$ cat src/rtl/lnd_pkg.sv
package lnd_pkg;
  // Idle value of one output line for a given polarity.
  function automatic logic idle_bit(input bit active_low);
    return active_low ? 1'b1 : 1'b0;
  endfunction

  // Whether line idx is the one named by addr.
  function automatic logic line_hit(input int unsigned addr, input int unsigned idx);
    return addr == idx;
  endfunction
endpackage

$ cat src/rtl/lnd_addr_hold.sv
module lnd_addr_hold #(
  parameter int ADDR_W = 4
) (
  input  logic              clk,
  input  logic              rst,
  input  logic              track_i,
  input  logic [ADDR_W-1:0] sel_i,
  output logic [ADDR_W-1:0] addr_o
);
  always_ff @(posedge clk) begin
    if (rst)          addr_o <= '0;
    else if (track_i) addr_o <= sel_i;
  end
endmodule

$ cat src/rtl/lnd_onehot.sv
module lnd_onehot #(
  parameter int ADDR_W = 4,
  parameter int LINES  = 1 << ADDR_W
) (
  input  logic [ADDR_W-1:0] addr_i,
  output logic [LINES-1:0]  hot_o
);
  import lnd_pkg::*;
  for (genvar g = 0; g < LINES; g++) begin : g_line
    assign hot_o[g] = line_hit(int'(addr_i), g);
  end
endmodule

$ cat src/rtl/lnd_out_stage.sv
module lnd_out_stage #(
  parameter int LINES      = 16,
  parameter bit ACTIVE_LOW = 1'b0
) (
  input  logic [LINES-1:0] hot_i,
  input  logic             grant_i,
  output logic [LINES-1:0] line_o
);
  logic [LINES-1:0] gated;
  assign gated = hot_i & {LINES{grant_i}};
  if (ACTIVE_LOW) begin : g_low
    assign line_o = ~gated;
  end else begin : g_high
    assign line_o = gated;
  end
endmodule

$ cat src/rtl/latched_line_decoder.sv
module latched_line_decoder #(
  parameter int ADDR_W     = 4,
  parameter bit ACTIVE_LOW = 1'b0,
  localparam int LINES     = 1 << ADDR_W
) (
  input  logic              clk,
  input  logic              rst,
  input  logic              track_i,
  input  logic [ADDR_W-1:0] sel_i,
  input  logic              en_n_i,
  output logic [LINES-1:0]  line_o
);
  // Named internal events, visible to the bound checker.
  logic [ADDR_W-1:0] addr_q;
  logic [LINES-1:0]  hot_vec;
  logic              grant;

  assign grant = ~en_n_i;

  lnd_addr_hold #(.ADDR_W(ADDR_W)) hold_i (
    .clk     (clk),
    .rst     (rst),
    .track_i (track_i),
    .sel_i   (sel_i),
    .addr_o  (addr_q)
  );

  lnd_onehot #(.ADDR_W(ADDR_W), .LINES(LINES)) dec_i (
    .addr_i (addr_q),
    .hot_o  (hot_vec)
  );

  lnd_out_stage #(.LINES(LINES), .ACTIVE_LOW(ACTIVE_LOW)) out_i (
    .hot_i   (hot_vec),
    .grant_i (grant),
    .line_o  (line_o)
  );
endmodule

$ cat config.mk
export PLATFORM = sky130hd
export DESIGN_NAME = latched_line_decoder
export DESIGN_NICKNAME = d
export VERILOG_FILES = /design/src/rtl/lnd_pkg.sv /design/src/rtl/lnd_addr_hold.sv /design/src/rtl/lnd_onehot.sv /design/src/rtl/lnd_out_stage.sv /design/src/rtl/latched_line_decoder.sv
export SDC_FILE = /design/constraint.sdc
export NUM_CORES = 1
export LEC_CHECK = 0
export ABC_CLOCK_PERIOD_IN_PS = 1700
export BUFFER_PORTS_ARGS = -buffer_cell sky130_fd_sc_hd__buf_4
export CAP_MARGIN = 20
export CORE_AREA = 2 2 39 41
export DETAILED_ROUTE_END_ITERATION = 7
export DIE_AREA = 0 0 41 43
export PLACE_DENSITY = 0.46
export SLEW_MARGIN = 20
export SYNTH_ARGS = -nofsm -noshare
export SYNTH_HDL_FRONTEND = slang
export SYNTH_SLANG_ARGS = --single-unit
$ cat constraint.sdc
create_clock -name clk -period 1.7 [get_ports clk]
set_clock_uncertainty 0.15 [all_clocks]
set_input_delay 0.085 -clock clk [delete_from_list [all_inputs] [get_ports clk]]
set_output_delay 0.085 -clock clk [all_outputs]
set_load 0.03 [all_outputs]
==> results.cfg <==
[clock_network]
cts_tree = built
cts.path.max_buffers = 2
clk_pin_slew_worst_paths_ns = 0.04
clock_sinks = 4
cts_setup_buffers = 0
cts_max_level = 1
cts_root_buf = clkbuf_4
clk_latency_ns = 0.23
cts_made_buffers = 3

[yosys]
ys_seq_elements = 4
synth_warnings = 0
yosysSeqAreaShare = 0.318
synth_top_area_frac = 0.318
netlist_area_um2 = 251
yosysTopAreaCell = dfxtp_1
synth.most_common_cell = nor2_1
syn_area_per_cell_um2 = 6.99
ys_types = 10
synthFlopType = dfxtp_1
syn_inst = 36
synthArstFlopShare = 0
ys_top_cells_by_count = nor2_1 (16), dfxtp_1 (4), mux2i_1 (4), nor3_1 (4)
synth_area_leaders = dfxtp_1 (32%), nor2_1 (24%), mux2i_1 (16%), nor3_1 (8.0%), or3b_1 (7.0%)
synth_edf_count = 0
syn-num-nets = 44

[final_layout]
largest_reg_flops = 4
area_delta_synth_final_pct = 104
reg_top3 = hold_i.addr_o x4
drive_gt1_frac = 0.394
largest-register = hold_i.addr_o
layout.nets = 76
diodes = 0

[sta]
hold_violations = 0
max_freq_mhz = 616
holdWs_ns = 0.00660
fin_tns_setup_ns = 0
period_minus_slack_ns = 1.62
relSlewSlack = 0.835
drv_slew = 0
rsz0062_at_grt = no
setup_violations = 0
worst-slew-pin-transition_ns = 0.247
period_share = 0.955

[routing]
drt_iter0_markers = 3
ant_nets = 0
first_pass_iters = 4
via_per_inst = 4.20
wl_per_cell_um = 9.73
wl_um = 798
drc = 0
vias = 344

[critical_path]
worst_setup_path_start_kind = register
worstRegToRegCells = 3
arrival_ns = 1.39
critPathKind = reg2out
crit_fanout = 5
critPathCaptureType = primary output
cp.required_ns = 1.46

[global_route]
first_global_vias = 289
antenna_found_initial = 0
grtUsageTotal = 0.0934
grt_pass1_wl_um = 1120
grt_max_degree = 9
grt_overflow = 0

[floorplan]
rows = 14
fp.dieArea_um2 = 1760
die_y_um = 43
io_pins = 24
die_w_um = 41
start_util = 0.182
core-area_um2 = 1380

[run_status]
status = completed

[power_and_ir_drop]
ir_drop_mv = 0.272
powerDensity_nw_per_um2 = 583
leakagePower_uw = 0.000251

[placement]
port-buffer-count = 23
hpwl_um = 650
finalWeightedCongestion = 0.573

[run]
cap_viol_max_count = 0

[worst_hold_path]
hold_path.class = in2reg
hold_depth = 3
-- per-stage QoR --
stage               area, µm²  worst slack [ns]  cells  power, µW   util
floorplan                 251            0.0549     36        145      -
global placement          440             0.311     74        175  0.318
detailed placement        440             0.333     74        174  0.318
CTS                       513            0.0805     82        308  0.371
global route              513           0.00754     82        314  0.371
finish                    513            0.0769     82        299  0.371
-- layout make-up --
class,instances,area (µm²)
fill,157,871
timing repair buffer,28,223
multi-input combinational,31,168
sequential,4,80.1
clock buffer,3,22.5
tap,16,20.0
-- worst max-delay path, cell delays in order (launching register included) --
cell	delay, ns
dfxtp_1	0.36
or3b_1	0.43
nor3_1	0.17
buf_4	0.19
-- layout by cell type (no fill, tap or decap) --
| cell type | count |
|---|---|
| dfxtp_1 | 4 |
| nor3_1 | 4 |
| dlygate4sd3_1 | 5 |
| mux2i_1 | 4 |
| nand3b_1 | 1 |
| buf_4 | 23 |
| nand2b_1 | 2 |
| nand2_1 | 1 |
| nor2_1 | 16 |
| or3_1 | 1 |
| clkbuf_4 | 3 |
| or3b_1 | 2 |
-- layer usage --
metal  share of wire  wire length, µm  up-vias  GRT usage
met1            0.39              314      143     0.0965
li1                -                -      180          -
met3            0.15              118        0     0.0209
met2            0.46              365       21      0.156
met4               0                0        0     0.0600
met5               0                0        -          0
-- path summary, 6_finish.rpt --
path	endpoint	from	slack (ns)
worst max-delay path	line_o[4]	hold_i.addr_o[2]	0.08
worst min-delay path	hold_i.addr_o[3]	track_i	0.007
worst max register to register	hold_i.addr_o[1]	hold_i.addr_o[1]	0.31
worst min register to register	hold_i.addr_o[0]	hold_i.addr_o[0]	0.40
-- cell families (layout without fill, tap and decap cells) --
family	after synthesis	count (layout)	synth area share
and+or+nand+nor	27	27	0.507
DFF	4	4	0.318
muxes	4	4	0.159
buffers and inverters	1	31	0.0149
-- what timing repair did --
| action | in CTS | in global routing |
|---|---|---|
| endpoints found under the setup margin | 0 | 0 |
| hold buffers | 5 | 0 |
| endpoints found under the hold margin | 4 | 0 |
| gates resized for setup | 0 | 0 |
-- where the power goes --
group	leakage, µW	internal, µW	switching, µW
combinational	0.000204	37.3	35.6
clock	0.0000138	79.0	38.9
sequential	0.0000330	100	8.00
total	0.000251	216	82.5
No activity file was read; power rests on OpenSTA's default activity.
